[config.mk]
export PLATFORM = sky130hd
export DESIGN_NAME = card_host_regs
export DESIGN_NICKNAME = d
export VERILOG_FILES = /design/src/rtl/card_host_pkg.sv /design/src/rtl/card_host_ctrl.sv /design/src/rtl/card_host_dpath.sv /design/src/rtl/card_host_regs.sv
export SDC_FILE = /design/constraint.sdc
export NUM_CORES = 1
export LEC_CHECK = 0
export ABC_AREA = 1
export CAP_MARGIN = 5
export CORE_MARGIN = 2
export CORE_UTILIZATION = 46
export DETAILED_ROUTE_END_ITERATION = 12
export PLACE_DENSITY = 0.87
export SYNTH_ARGS = -nofsm -noshare
export SYNTH_HDL_FRONTEND = slang
export SYNTH_SLANG_ARGS = --single-unit
[constraint.sdc]
create_clock -name clk -period 4.27 [get_ports clk]
set_input_delay 0.6405 -clock clk [delete_from_list [all_inputs] [get_ports clk]]
set_output_delay 0.6405 -clock clk [all_outputs]
set_load 0.03 [all_outputs]
[src/rtl/card_host_pkg.sv]
package card_host_pkg;
  localparam int ADDR_W = 8;

  localparam logic [ADDR_W-1:0] A_STATUS = 8'h00;
  localparam logic [ADDR_W-1:0] A_ENABLE = 8'h04;
  localparam logic [ADDR_W-1:0] A_BUF    = 8'h08;
  localparam logic [ADDR_W-1:0] A_CMD    = 8'h0C;
  localparam logic [ADDR_W-1:0] A_ARG    = 8'h10;
  localparam logic [ADDR_W-1:0] A_RESP0  = 8'h14;
  localparam logic [ADDR_W-1:0] A_BLKLEN = 8'h24;
  localparam logic [ADDR_W-1:0] A_BLKCNT = 8'h28;
  localparam logic [ADDR_W-1:0] A_CARD   = 8'h2C;

  localparam int STAT_W      = 4;
  localparam int ST_CMD_END  = 0;
  localparam int ST_DATA_END = 1;
  localparam int ST_CARD_CHG = 2;
  localparam int ST_TIMEOUT  = 3;

  localparam int OPC_W     = 6;
  localparam int CMD_W     = 16;
  localparam int OD_BIT    = 6;
  localparam int KIND_LSB  = 8;
  localparam int BUSY_BIT  = 11;
  localparam int CLASS_LSB = 12;
  localparam int RD_BIT    = 15;
  localparam logic [CMD_W-1:0] CMD_KEEP = 16'hBB7F;

  typedef enum logic [1:0] {CS_IDLE, CS_ISSUE, CS_WAIT} cmdState_e;

  typedef struct packed {
    logic wrStatus;
    logic wrEnable;
    logic wrBuf;
    logic wrCmd;
    logic wrArg;
    logic wrBlkLen;
    logic wrBlkCnt;
    logic capResp;
    logic setCmdEnd;
    logic setTimeout;
  } strobe_t;
endpackage

[src/rtl/card_host_ctrl.sv]
module card_host_ctrl
  import card_host_pkg::*;
(
  input  logic              clk,
  input  logic              rstN,
  input  logic              busWr,
  input  logic [ADDR_W-1:0] busAddr,
  input  logic              cmdReady,
  input  logic              rspDone,
  input  logic              rspTimeout,
  output strobe_t           strobe,
  output logic              cmdValid
);
  cmdState_e stateQ, stateD;
  logic idle, waiting;

  assign idle    = (stateQ == CS_IDLE);
  assign waiting = (stateQ == CS_WAIT);

  always_comb begin
    strobe            = '0;
    strobe.wrStatus   = busWr && busAddr == A_STATUS;
    strobe.wrEnable   = busWr && busAddr == A_ENABLE;
    strobe.wrBuf      = busWr && busAddr == A_BUF;
    strobe.wrCmd      = busWr && busAddr == A_CMD && idle;
    strobe.wrArg      = busWr && busAddr == A_ARG && idle;
    strobe.wrBlkLen   = busWr && busAddr == A_BLKLEN;
    strobe.wrBlkCnt   = busWr && busAddr == A_BLKCNT;
    strobe.setTimeout = waiting && rspTimeout;
    strobe.setCmdEnd  = waiting && rspDone && !rspTimeout;
    strobe.capResp    = waiting && rspDone && !rspTimeout;
  end

  always_comb begin
    stateD = stateQ;
    unique case (stateQ)
      CS_IDLE:  if (strobe.wrCmd) stateD = CS_ISSUE;
      CS_ISSUE: if (cmdReady) stateD = CS_WAIT;
      CS_WAIT:  if (rspDone || rspTimeout) stateD = CS_IDLE;
      default:  stateD = CS_IDLE;
    endcase
  end

  always_ff @(posedge clk) begin
    if (!rstN) stateQ <= CS_IDLE;
    else       stateQ <= stateD;
  end

  assign cmdValid = (stateQ == CS_ISSUE);
endmodule

[src/rtl/card_host_dpath.sv]
module card_host_dpath
  import card_host_pkg::*;
#(
  parameter int DATA_W = 32,
  parameter int BLK_W  = 11,
  parameter int RESP_W = 128
) (
  input  logic              clk,
  input  logic              rstN,
  input  strobe_t           strobe,
  input  logic              busRd,
  input  logic [ADDR_W-1:0] busAddr,
  input  logic [DATA_W-1:0] busWdata,
  output logic [DATA_W-1:0] busRdata,
  input  logic [RESP_W-1:0] rspData,
  input  logic              dataEnd,
  input  logic              cardIn,
  input  logic              cardWp,
  output logic [OPC_W-1:0]  cmdOpcode,
  output logic [DATA_W-1:0] cmdArg,
  output logic [1:0]        cmdRespKind,
  output logic [1:0]        cmdClass,
  output logic              cmdOpenDrain,
  output logic              cmdBusyWait,
  output logic              cmdReadDir,
  output logic [STAT_W-1:0] statusVec,
  output logic [STAT_W-1:0] enableVec
);
  localparam int RESP_WORDS = RESP_W / DATA_W;

  logic [STAT_W-1:0] statusQ, enableQ, setVec, clrVec;
  logic [DATA_W-1:0] bufQ, argQ;
  logic [CMD_W-1:0]  cmdQ;
  logic [BLK_W-1:0]  blkLenQ, blkCntQ;
  logic [1:0]        cardQ, cardNow;
  logic [DATA_W-1:0] respQ [RESP_WORDS];
  logic [DATA_W-1:0] rdWord;

  assign cardNow = {cardWp, cardIn};

  always_comb begin
    setVec              = '0;
    setVec[ST_CMD_END]  = strobe.setCmdEnd;
    setVec[ST_DATA_END] = dataEnd;
    setVec[ST_CARD_CHG] = (cardNow != cardQ);
    setVec[ST_TIMEOUT]  = strobe.setTimeout;
    clrVec = strobe.wrStatus ? busWdata[STAT_W-1:0] : '0;
  end

  always_ff @(posedge clk) begin
    if (!rstN) begin
      statusQ <= '0;
      enableQ <= '0;
      bufQ    <= '0;
      argQ    <= '0;
      cmdQ    <= '0;
      blkLenQ <= '0;
      blkCntQ <= '0;
      cardQ   <= '0;
    end else begin
      statusQ <= (statusQ & ~clrVec) | setVec;
      cardQ   <= cardNow;
      if (strobe.wrEnable) enableQ <= busWdata[STAT_W-1:0];
      if (strobe.wrBuf)    bufQ    <= busWdata;
      if (strobe.wrArg)    argQ    <= busWdata;
      if (strobe.wrCmd)    cmdQ    <= busWdata[CMD_W-1:0] & CMD_KEEP;
      if (strobe.wrBlkLen) blkLenQ <= busWdata[BLK_W-1:0];
      if (strobe.wrBlkCnt) blkCntQ <= busWdata[BLK_W-1:0];
    end
  end

  for (genvar w = 0; w < RESP_WORDS; w++) begin : g_resp
    always_ff @(posedge clk) begin
      if (!rstN)               respQ[w] <= '0;
      else if (strobe.capResp) respQ[w] <= rspData[w*DATA_W +: DATA_W];
    end
  end

  always_comb begin
    rdWord = '0;
    if (busRd) begin
      case (busAddr)
        A_STATUS: rdWord = DATA_W'(statusQ);
        A_ENABLE: rdWord = DATA_W'(enableQ);
        A_BUF:    rdWord = bufQ;
        A_CMD:    rdWord = DATA_W'(cmdQ);
        A_ARG:    rdWord = argQ;
        A_BLKLEN: rdWord = DATA_W'(blkLenQ);
        A_BLKCNT: rdWord = DATA_W'(blkCntQ);
        A_CARD:   rdWord = DATA_W'(cardQ);
        default:  rdWord = '0;
      endcase
      for (int i = 0; i < RESP_WORDS; i++)
        if (busAddr == A_RESP0 + ADDR_W'(4 * i)) rdWord = respQ[i];
    end
  end

  assign busRdata     = rdWord;
  assign cmdOpcode    = cmdQ[OPC_W-1:0];
  assign cmdOpenDrain = cmdQ[OD_BIT];
  assign cmdRespKind  = cmdQ[KIND_LSB +: 2];
  assign cmdBusyWait  = cmdQ[BUSY_BIT];
  assign cmdClass     = cmdQ[CLASS_LSB +: 2];
  assign cmdReadDir   = cmdQ[RD_BIT];
  assign cmdArg       = argQ;
  assign statusVec    = statusQ;
  assign enableVec    = enableQ;
endmodule

[src/rtl/card_host_regs.sv]
module card_host_regs
  import card_host_pkg::*;
#(
  parameter int DATA_W = 32,
  parameter int BLK_W  = 11,
  parameter int RESP_W = 128
) (
  input  logic              clk,
  input  logic              rstN,
  input  logic              busWr,
  input  logic              busRd,
  input  logic [ADDR_W-1:0] busAddr,
  input  logic [DATA_W-1:0] busWdata,
  output logic [DATA_W-1:0] busRdata,
  output logic              cmdValid,
  input  logic              cmdReady,
  output logic [OPC_W-1:0]  cmdOpcode,
  output logic [DATA_W-1:0] cmdArg,
  output logic [1:0]        cmdRespKind,
  output logic [1:0]        cmdClass,
  output logic              cmdOpenDrain,
  output logic              cmdBusyWait,
  output logic              cmdReadDir,
  input  logic              rspDone,
  input  logic              rspTimeout,
  input  logic [RESP_W-1:0] rspData,
  input  logic              dataEnd,
  input  logic              cardIn,
  input  logic              cardWp,
  output logic              irq
);
  strobe_t           strobe;
  logic [STAT_W-1:0] statusVec, enableVec;

  card_host_ctrl i_ctrl (
    .clk(clk), .rstN(rstN), .busWr(busWr), .busAddr(busAddr),
    .cmdReady(cmdReady), .rspDone(rspDone), .rspTimeout(rspTimeout),
    .strobe(strobe), .cmdValid(cmdValid)
  );

  card_host_dpath #(.DATA_W(DATA_W), .BLK_W(BLK_W), .RESP_W(RESP_W)) i_dpath (
    .clk(clk), .rstN(rstN), .strobe(strobe), .busRd(busRd),
    .busAddr(busAddr), .busWdata(busWdata), .busRdata(busRdata),
    .rspData(rspData), .dataEnd(dataEnd), .cardIn(cardIn), .cardWp(cardWp),
    .cmdOpcode(cmdOpcode), .cmdArg(cmdArg), .cmdRespKind(cmdRespKind),
    .cmdClass(cmdClass), .cmdOpenDrain(cmdOpenDrain),
    .cmdBusyWait(cmdBusyWait), .cmdReadDir(cmdReadDir),
    .statusVec(statusVec), .enableVec(enableVec)
  );

  assign irq = |(statusVec & enableVec);
endmodule

Word level (Yosys, flattened, before mapping). Memories as Yosys holds them, arrays and structs flattened. Cells that the tools add are included.

Reductions and logical operators: 18. Mux-type cells: 19. Bitwise logic cells: 8. Equal/unequal tests: 17.

Operators with widths (number): 32-bit two-way mux (9); 32-bit one-hot mux with 8 select lines (1); 8-bit by 5-bit equality test with 1-bit output, second input constant (4); 8-bit by 6-bit equality test with 1-bit output, second input constant (4); 8-bit by 4-bit equality test with 1-bit output, second input constant (2); 1-bit logical AND (12); 4-bit bitwise AND (2); 8-bit by 3-bit equality test with 1-bit output, second input constant (1); 8-bit logical NOT (1); 2-bit two-way mux (3); 2-bit one-hot mux with 3 select lines (1); 1-bit two-way mux (4); 4-bit two-way mux (1); 2-bit by 1-bit != test with 1-bit output, second input constant (2); 4-bit NOT (1); 1-bit OR (4); 4-bit OR (1); 4-bit OR reduction (1); 3-bit AND reduction (1); 2-bit by 1-bit equality test with 1-bit output, second input constant (1); 2-bit equality test, second input constant (1); 2-bit logical NOT (1); 2-bit != test (1); 2-bit != test, second input constant (1); 2 further kinds (2).

Register bits: 111. Memories: 1. Output and inout bits: 79. RAM bits: 128. Input port bits: 178. Logic and storage cells: 72.

Memory list: i_dpath.respQ (words 4, width 32, rd ports 4, clocked after memory_dff 0, wr ports 4, RTL line card_host_dpath.sv:36) `logic [DATA_W-1:0] respQ [RESP_WORDS];`.

Longest topological paths before layout. Gate-level depths: netlist of run 1.

Word-level depth: 7. Gate-level depth with buffers: 12.

Hierarchy. From an unflattened synthesis of run 1, not the netlist that was laid out.

Cell total of the unflattened synthesis: 1404. Area total of the unflattened synthesis: 11177.0 µm².

Modules (own cells, without submodules): card_host_dpath (seq. area each 6025.8 µm², cells an instance 1349, area each 10901.7 µm², instances 1); card_host_ctrl (seq. area each 40.0 µm², cells an instance 46, area each 241.5 µm², instances 1); card_host_regs (seq. area each 0.0 µm², cells an instance 9, area each 33.8 µm², instances 1).

Worst setup path after synthesis of run 1. Ideal clock, no wire load.

Path kind: input to register. Start point: input rstN. End point: memory i_dpath.respQ[0][0], enable pin. Path buffers: 1. Data required time: 3158 ps. Cell stages on the path: 2. Setup slack: 146 ps. Arrival: 3013 ps. Cell sequence: clkbuf_1 -> nand2_1.

RTL lines: start, declared (RTL line card_host_regs.sv:9) `input logic rstN,`; end, declared (RTL line card_host_dpath.sv:36).

Worst setup path after layout of run 1.
Start point: input busAddr[5]. End point: output busRdata[13].

Word-level cells in the longest chain between the ends: 7. Elaborated cells on any way between the ends: 18. Those cells by class: eq/ne (11); mux (6); reduce/logical (1).

Ends and longest elaborated chain: start, declared (RTL line card_host_regs.sv:12) `input logic [ADDR_W-1:0] busAddr,`; 8-bit by 6-bit equality test with 1-bit output (tied with other cells) (RTL line card_host_dpath.sv:82) `case (busAddr)`; 32-bit one-hot mux with 8 select lines (RTL line card_host_dpath.sv:82); 32-bit two-way mux (3 in a row) (RTL line card_host_dpath.sv:94) `if (busAddr == A_RESP0 + ADDR_W'(4 * i)) rdWord = respQ[i];`; 32-bit two-way mux (*) (RTL line card_host_dpath.sv:94); 32-bit two-way mux (*) (RTL line card_host_dpath.sv:81) `if (busRd) begin`; end, declared (RTL line card_host_regs.sv:14) `output logic [DATA_W-1:0] busRdata,`.

Every way passes the cells marked *; elsewhere a longest branch is shown, timed or not.

==> results.tsv, run 1 <==
stage	metric	value	unit
routing	final routed wirelength across all metal layers	33.2	mm
floorplanning	height of the die	162	um
timing	achievable frequency	0.266	GHz
yosys	most common flop cell mapped by yosys	sky130_fd_sc_hd__edfxtp_1	
yosys	xor-xnor portion of the synthesized cell area	0.00153	
placement	instance area after placement	0.0140	mm^2
floorplanning	I/O pin total	257	
yosys	adder-cell share of the synthesized area	0	
clock_network	number of cells upsized or downsized after cts	0	
clock_network	clock buffers created by TritonCTS	25	
clock_network	clock tree root driver cell	sky130_fd_sc_hd__clkbuf_16	
clock_network	source-to-sink clock delay at the later pin of the worst-skew pair	0.52	ns
timing	final setup skew	0.0134	ns
clock_network	clock tree from TritonCTS	yes	
routing	remaining number of nets flagged by the antenna check after routing	0	
worst_setup_path	Worst Path Arrival	3.11	ns
power	overall power	4.97	mW
grt	overflow left after global routing	0	
yosys	mean post-synth cell area	8.25	um^2
clock_network	number of buffers added to fix hold violations after cts	0	
placement	RePlAce Congestion	0.924	
clock_network	depth of the CTS H-tree	1	
routing	Starting DRT DRC Count	898	
finish	number of nets in the finished design	1788	
yosys	cell accounting for the most synthesized area	sky130_fd_sc_hd__edfxtp_1	
routing	per-cell routed wire length	17.0	um
yosys	Async S/R FF share, synth	0	
worst_setup_path	critical path launch point type	input port	
routing	number of search-and-repair iterations in the first detailed-routing pass	5	
finish	Fill cells	2030	
yosys	top cells by area in the synthesized netlist	sky130_fd_sc_hd__edfxtp_1 (34%), sky130_fd_sc_hd__dfxtp_1 (19%), sky130_fd_sc_hd__nor2_1 (10%)	
yosys	number of enable-type register cells in the synthesized netlist	128	
clock_network	post-CTS repair timing setup buffer count	0	
timing	summed negative setup slack over all endpoints	0	ns
run_status	outcome	finished, final reports clean	
yosys	Yosys warning count	0	
grt	pin count of the biggest net entering global routing	129	
yosys	number of distinct library cells after synthesis	36	
min_path	min-delay worst type	reg -> reg	
placement	setup slack at placement	0.528	ns
timing	worst max-slew margin expressed relative to the limit	0.375	
floorplanning	number of cell rows	57	
power	Leakage Power	6.43	nW
yosys	compound-cell area share of the yosys netlist	0.0969	
clock_network	Max clock buf depth	3	
grt	number of global-route vias before repair	9800	
timing	Final Critical Period	3.75	ns
grt	initial antenna violation count	1	
run	max-capacitance violation count	0	
yosys	part of the Yosys area used for sequential elements	0.530	
placement	HPWL after detailed placement	23.8	mm
grt	first-pass GRT wire length	51.6	mm
finish	most common cell after layout, fill and taps aside	sky130_fd_sc_hd__nor2_1	
finish	Area Overhead vs Synth	29.5	%
yosys	Seq cells post-synth	239	
yosys	combinational family with the most area after synthesis	simple AND/OR/NAND/NOR gates	
routing	Remaining DRCs	0	
finish	cell area after layout	0.0148	mm^2
floorplanning	starting utilization of the core area	0.469	
yosys	total nets after synthesis	1564	
floorplanning	area of the placeable core	0.0244	mm^2
worst_setup_path	critical path peak fanout	41	
power	areal power density over the cells	336	mW/mm^2
finish	fraction of final layout cells sized beyond drive strength 1	0.103	
grt	global router's overall resource usage	0.249	
yosys	Post-Syn Instances	1386	
floorplanning	horizontal die dimension	162	um
timing	RSZ-0062 raised after global routing	false	
finish	commonest cells after routing, fill and taps aside	sky130_fd_sc_hd__nor2_1 (310), sky130_fd_sc_hd__clkdlybuf4s50_1 (226), sky130_fd_sc_hd__nand2_1 (216)	
yosys	portion of netlist area occupied by mux cells	0	
routing	routed vias	10149	
worst_setup_path	setup slack of the worst register-to-register path	1.85	ns
yosys	portion of synthesized cell area occupied by the leading cell type	0.336	
finish	multi-input logic area	0.00410	mm^2
worst_setup_path	type of the worst setup path	in -> out	
power	largest voltage drop on the vdd net	0.000269	V
clock_network	clock-pin slew on the worst setup and hold paths	0.06	ns
timing	Slew Viols, Final	0	
placement	count of port buffers added during placement	256	
clock_network	Sink Count	239	
yosys	netlist area before placement	0.0114	mm^2
timing	final hold violations	0	
timing	final worst slack	0.517	ns
timing	pin slew with the least headroom to its limit	0.932	ns
timing	final count of negative-setup-slack endpoints	0	
worst_setup_path	worst path required time	3.63	ns
finish	Sequential cell area	0.00607	mm^2
floorplanning	floorplan die area	0.0261	mm^2
yosys	Post-Synth Simple-Gate Area	0.259	
routing	average via count per standard cell	5.19	
worst_setup_path	Critical Path End Type	output port	
timing	ratio of final minimum period to clock period	0.879	
[sequential cells by signal, summed over array words and instances, names as in the netlist]
signal,cells
i_dpath.respQ,128
i_dpath.statusVec,4
i_dpath.cmdArg,32
i_dpath.blkCntQ,11
i_dpath.cmdQ,13
i_dpath.cardQ,2
i_ctrl.stateQ,2
i_dpath.enableVec,4
i_dpath.bufQ,32
i_dpath.blkLenQ,11
[path summary, 6_finish.rpt]
path                                                       from                                 end  cells past startpoint
worst max-delay path                                 busAddr[5]                        busRdata[13]                      8
worst min-delay path            i_dpath.blkCntQ[5]$_SDFFE_PN0P_     i_dpath.blkCntQ[5]$_SDFFE_PN0P_                      2
worst max register to register    i_ctrl.stateQ[1]$_SDFFE_PN0P_  i_dpath.respQ[2][23]$_SDFFCE_PN0P_                      5
worst min register to register  i_dpath.blkCntQ[5]$_SDFFE_PN0P_     i_dpath.blkCntQ[5]$_SDFFE_PN0P_                      2
[Yosys cell counts (11+ instances only)]
library cell	count
sky130_fd_sc_hd__nand2_2	15
sky130_fd_sc_hd__nand2_1	217
sky130_fd_sc_hd__buf_4	11
sky130_fd_sc_hd__a211oi_2	16
sky130_fd_sc_hd__nand3_1	113
sky130_fd_sc_hd__o21ai_0	99
sky130_fd_sc_hd__buf_6	25
sky130_fd_sc_hd__o21ai_1	16
sky130_fd_sc_hd__a21oi_1	46
sky130_fd_sc_hd__nor2_1	311
sky130_fd_sc_hd__edfxtp_1	128
sky130_fd_sc_hd__dfxtp_1	111
sky130_fd_sc_hd__buf_2	21
sky130_fd_sc_hd__inv_1	175
sky130_fd_sc_hd__clkbuf_1	19
[where the power goes]
group          switching, mW  internal (mW)  total (mW)
Combinational          0.166          0.183       0.349
Clock                  0.900           1.24        2.14
Sequential            0.0188           2.46        2.48
[metrics by stage]
stage          instances  hold WS (ns)  utilization
2_1_floorplan       1386         0.425            -
3_3_place_gp        1907         0.434        0.574
3_5_place_dp        1907         0.444        0.574
4_1_cts             1953         0.452        0.607
5_1_grt             1954         0.475        0.607
6_report            1954         0.451        0.607
[critical path, cell delays in order]
cell	delay, ns
sky130_fd_sc_hd__clkdlybuf4s50_1	0.54
sky130_fd_sc_hd__nand2_1	0.11
sky130_fd_sc_hd__nor2_4	0.37
sky130_fd_sc_hd__nand2_4	0.33
sky130_fd_sc_hd__nand2_1	0.16
sky130_fd_sc_hd__inv_1	0.08
sky130_fd_sc_hd__a21oi_2	0.17
sky130_fd_sc_hd__clkdlybuf4s50_1	0.69
[per-layer routing]
layer,vias to the layer above,global-route usage,wire [um]
met3,88,0.0401,3040
met1,4636,0.336,13300
li1,4857,-,-
met5,-,0,0
met4,0,0.0981,1360
met2,568,0.403,15600
[logic make-up after synthesis]
kind of cell | Yosys count
buffers and inverters | 266
xor gates and xnor gates | 2
AOI/OAI and AO/OA | 188
and+or+nand+nor | 691
DFF | 239
[layout make-up]
type	count	area share
tap	324	0.0274
antenna	1	0.000169
clock buffer	31	0.0452
sequential	239	0.410
clock inverter	15	0.00904
timing repair buffer	274	0.183
multi-input combinational	881	0.277
inverter	189	0.0489
Power figures use the tool's default switching activity.
==> inputs of run 2 (changes only) <==
--- a/config.mk
+++ b/config.mk
@@ -5,11 +5,11 @@
 export SDC_FILE = /design/constraint.sdc
 export NUM_CORES = 1
 export LEC_CHECK = 0
-export ABC_AREA = 1
 export CAP_MARGIN = 5
 export CORE_MARGIN = 2
 export CORE_UTILIZATION = 46
 export DETAILED_ROUTE_END_ITERATION = 12
+export GPL_TIMING_DRIVEN = 0
 export PLACE_DENSITY = 0.87
 export SYNTH_ARGS = -nofsm -noshare
 export SYNTH_HDL_FRONTEND = slang
==> run 2 against run 1 <==
Against the previous run: via count decreased by 4.3%; utilization increased by 3.0 points; largest power group unchanged; wire length rose by 13%; combinational power grew 13%.
==> results.tsv, run 2 <==
stage	metric	value	unit	change
clock_network	clock-pin slew on the worst setup and hold paths	0.06	ns	about the same
floorplanning	horizontal die dimension	159	um	-1.8%
timing	final worst slack	0.0860	ns	-0.431 ns
yosys	Yosys warning count	0		unchanged
worst_setup_path	cells along the critical path	clkdlybuf4s50_1, buf_6, buf_2, nor2b_2, buf_2, nand2_1, nor2_1, o221ai_1, a21oi_1, dlygate4sd2_1		
clock_network	clock buffers created by TritonCTS	25		unchanged
finish	share of the core filled with cells in the final layout	0.637		+0.0301
finish	number of flip-flops under the largest register name	128		unchanged
yosys	Seq cells post-synth	239		unchanged
timing	Hold Worst Slack	0.457	ns	+0.00593 ns
yosys	Post-Syn Instances	1106		-20%
timing	RSZ-0062 raised after global routing	false		
grt	pin count of the biggest net entering global routing	79		-39%
worst_setup_path	Worst Path Arrival	3.54	ns	+0.43 ns
routing	average via count per standard cell	5.61		+8.0%
clock_network	clock tree root driver cell	sky130_fd_sc_hd__clkbuf_16		
timing	final setup skew	0.0111	ns	-0.00226 ns
placement	count of port buffers added during placement	254		-0.78%
yosys	portion of synthesized cell area occupied by the leading cell type	0.349		+0.0131
run	max-capacitance violation count	0		unchanged
timing	achievable frequency	0.239	GHz	-10%
finish	fraction of final layout cells sized beyond drive strength 1	0.0859		-0.0173
routing	per-cell routed wire length	21.7	um	+28%
finish	cell area after layout	0.0150	mm^2	+1.0%
yosys	cell with the most instances after synthesis	sky130_fd_sc_hd__nand2_1		
placement	HPWL after detailed placement	28.4	mm	+19%
clock_network	depth of the CTS H-tree	1		unchanged
finish	Area Overhead vs Synth	35.9	%	
yosys	most common flop cell mapped by yosys	sky130_fd_sc_hd__edfxtp_1		
yosys	number of distinct library cells after synthesis	61		+69%
placement	instance area after placement	0.0140	mm^2	-0.13%
yosys	adder-cell share of the synthesized area	0		unchanged
yosys	total nets after synthesis	1284		-18%
yosys	number of enable-type register cells in the synthesized netlist	128		unchanged
yosys	top cells by area in the synthesized netlist	sky130_fd_sc_hd__edfxtp_1 (35%), sky130_fd_sc_hd__dfxtp_1 (20%), sky130_fd_sc_hd__and2_1 (7.4%)		
yosys	combinational family with the most area after synthesis	simple AND/OR/NAND/NOR gates		
clock_network	number of buffers added to fix hold violations after cts	0		unchanged
min_path	min-delay worst type	reg -> reg		
yosys	ranking of synthesized cells by instance count	sky130_fd_sc_hd__nand2_1 (161), sky130_fd_sc_hd__a21oi_1 (134), sky130_fd_sc_hd__and2_1 (131)		
yosys	Post-Synth Simple-Gate Area	0.202		-0.0570
worst_setup_path	slowest cell delay on critical path	0.53	ns	-0.16 ns
yosys	netlist area before placement	0.0110	mm^2	-3.7%
yosys	xor-xnor portion of the synthesized cell area	0.00159		+0.0000596
worst_setup_path	critical path peak fanout	10		-76%
finish	number of cells in the finished layout apart from fillers	1730		-11%
grt	number of global-route vias before repair	9408		-4.0%
power	sw frac	0.218		-0.000282
yosys	Async S/R FF share, synth	0		unchanged
timing	final count of negative-setup-slack endpoints	0		unchanged
timing	Final Critical Period	4.18	ns	+0.431 ns
finish	multi-input logic area	0.00454	mm^2	+11%
worst_setup_path	type of the worst setup path	in -> out		
yosys	portion of netlist area occupied by mux cells	0.0355		+0.0355
finish	Sequential cell area	0.00607	mm^2	unchanged
finish	most common cell after layout, fill and taps aside	sky130_fd_sc_hd__clkdlybuf4s50_1		
power	part of the power in registers	0.480		-0.019
clock_network	clock tree from TritonCTS	yes		
floorplanning	height of the die	159	um	-1.8%
floorplanning	area of the placeable core	0.0235	mm^2	-3.8%
worst_setup_path	cell type with the highest occurrence count on the critical path	sky130_fd_sc_hd__buf_2		
power	overall power	5.16	mW	+3.9%
timing	worst max-slew margin expressed relative to the limit	0.321		-0.0534
grt	overflow left after global routing	0		unchanged
clock_network	Sink Count	239		unchanged
power	largest voltage drop on the vdd net	0.000326	V	+21%
power	portion of total power attributed to the clock network	0.444		+0.014
power	areal power density over the cells	345	mW/mm^2	+2.9%
timing	final hold violations	0		unchanged
yosys	compound-cell area share of the yosys netlist	0.167		+0.0697
routing	routed vias	9708		-4.3%
power	switching pwr	1.13	mW	+3.8%
floorplanning	floorplan die area	0.0252	mm^2	-3.7%
floorplanning	number of cell rows	56		-1.8%
finish	Fill cells	1873		-7.7%
floorplanning	I/O pin total	257		unchanged
grt	first-pass GRT wire length	54.6	mm	+5.7%
timing	pin slew with the least headroom to its limit	1.02	ns	+0.0837 ns
routing	number of search-and-repair iterations in the first detailed-routing pass	7		+2
routing	final routed wirelength across all metal layers	37.6	mm	+13%
clock_network	source-to-sink clock delay at the later pin of the worst-skew pair	0.53	ns	about the same
grt	initial antenna violation count	1		unchanged
routing	remaining number of nets flagged by the antenna check after routing	0		unchanged
timing	summed negative setup slack over all endpoints	0	ns	unchanged
worst_setup_path	Critical Path End Type	output port		
finish	number of nets in the finished design	1568		-12%
yosys	mean post-synth cell area	9.95	um^2	+21%
placement	setup slack at placement	-0.406	ns	-0.933 ns
run_status	outcome	finished, final reports clean		
routing	Starting DRT DRC Count	859		-4.3%
finish	commonest cells after routing, fill and taps aside	sky130_fd_sc_hd__clkdlybuf4s50_1 (222), sky130_fd_sc_hd__nand2_1 (160), sky130_fd_sc_hd__a21oi_1 (134)		
timing	ratio of final minimum period to clock period	0.980		+0.101
worst_setup_path	critical path launch point type	input port		
finish	Most flops, register	i_dpath.respQ		
worst_setup_path	worst path required time	3.63	ns	about the same
power	share of power burned in combinational logic	0.076		+0.006
clock_network	Max clock buf depth	3		unchanged
yosys	cell accounting for the most synthesized area	sky130_fd_sc_hd__edfxtp_1		
grt	global router's overall resource usage	0.292		+0.0431
placement	number of placed instances with taps included	1680		-12%
timing	Slew Viols, Final	0		unchanged
worst_setup_path	slowest stage cell on the critical path	sky130_fd_sc_hd__clkdlybuf4s50_1		
power	Int Power	4.04	mW	+4.0%
floorplanning	starting utilization of the core area	0.469		about the same
yosys	part of the Yosys area used for sequential elements	0.551		+0.0206
power	Leakage Power	5.58	nW	-13%
routing	Remaining DRCs	0		unchanged
placement	RePlAce Congestion	0.986		+6.7%
==> run 2: changes by cell type after synthesis, sizes merged, moves of 22 or more <==
cell / change
a21oi: +83
a22oi: +58
and2: +131
clkbuf: +26
inv: -180
mux2i: +30
nand2: -74
nand3: -90
nor2: -278
nor2b: +38
o21ai: -75
o22ai: +22
==> run 2: final timing paths <==
check	start	depth (start not counted)	slack (ns)	endpoint
worst max-delay path	busAddr[3]	10	0.09	busRdata[15]
worst min-delay path	i_dpath.bufQ[6]$_SDFFE_PN0P_	2	0.46	i_dpath.bufQ[6]$_SDFFE_PN0P_
worst max register to register	i_ctrl.stateQ[1]$_SDFFE_PN0P_	6	1.82	i_dpath.respQ[2][27]$_SDFFCE_PN0P_
worst min register to register	i_dpath.bufQ[6]$_SDFFE_PN0P_	2	0.46	i_dpath.bufQ[6]$_SDFFE_PN0P_
==> run 2: routing by layer <==
| metal | global-route usage | part of all wire | routed length [um] |
|---|---|---|---|
| met1 | 0.387 | 0.40 | 15000 |
| met5 | 0 | 0 | 0 |
| met4 | 0.0734 | 0.022 | 837 |
| met2 | 0.496 | 0.48 | 18100 |
| met3 | 0.0514 | 0.097 | 3640 |
==> run 2: what timing repair did <==
item | 4_1_cts | 5_1_grt
endpoints found under the setup margin | 32 | 12
resized for setup | 37 | 18
pin swaps | 1 | 0
buffers inserted | 2 | 0
==> run 2: kinds of logic after synthesis <==
group,Yosys count
simple gates,431
compound gates,302
flops,239
buf+inv,96
mux,36
xor+xnor,2
==> run 2: area by class of cell <==
cell class                 instances  share of cell area
antenna                            2            0.000335
buffer                            88              0.0309
clock buffer                      36              0.0492
clock inverter                    10             0.00862
inverter                           8             0.00201
multi-input combinational        771               0.304
sequential                       239               0.406
tap                              319              0.0267
timing repair buffer             257               0.173
==> run 2: critical path, delay by kind of cell <==
kind	cells	cell delay, ns
AND/OR/NAND/NOR	3	0.67
AO/OA/AOI/OAI	2	0.41
buffers and inverters	5	1.80
==> run 2: power by group through the flow <==
stage | Combinational, mW | Sequential [mW] | Clock, mW
finish | 0.394 | 2.48 | 2.29
detailed placement | 0.381 | 2.53 | 0
global placement | 0.374 | 2.53 | 0
global route | 0.415 | 2.48 | 2.37
floorplan | 0.133 | 2.53 | 0
CTS | 0.389 | 2.48 | 2.29
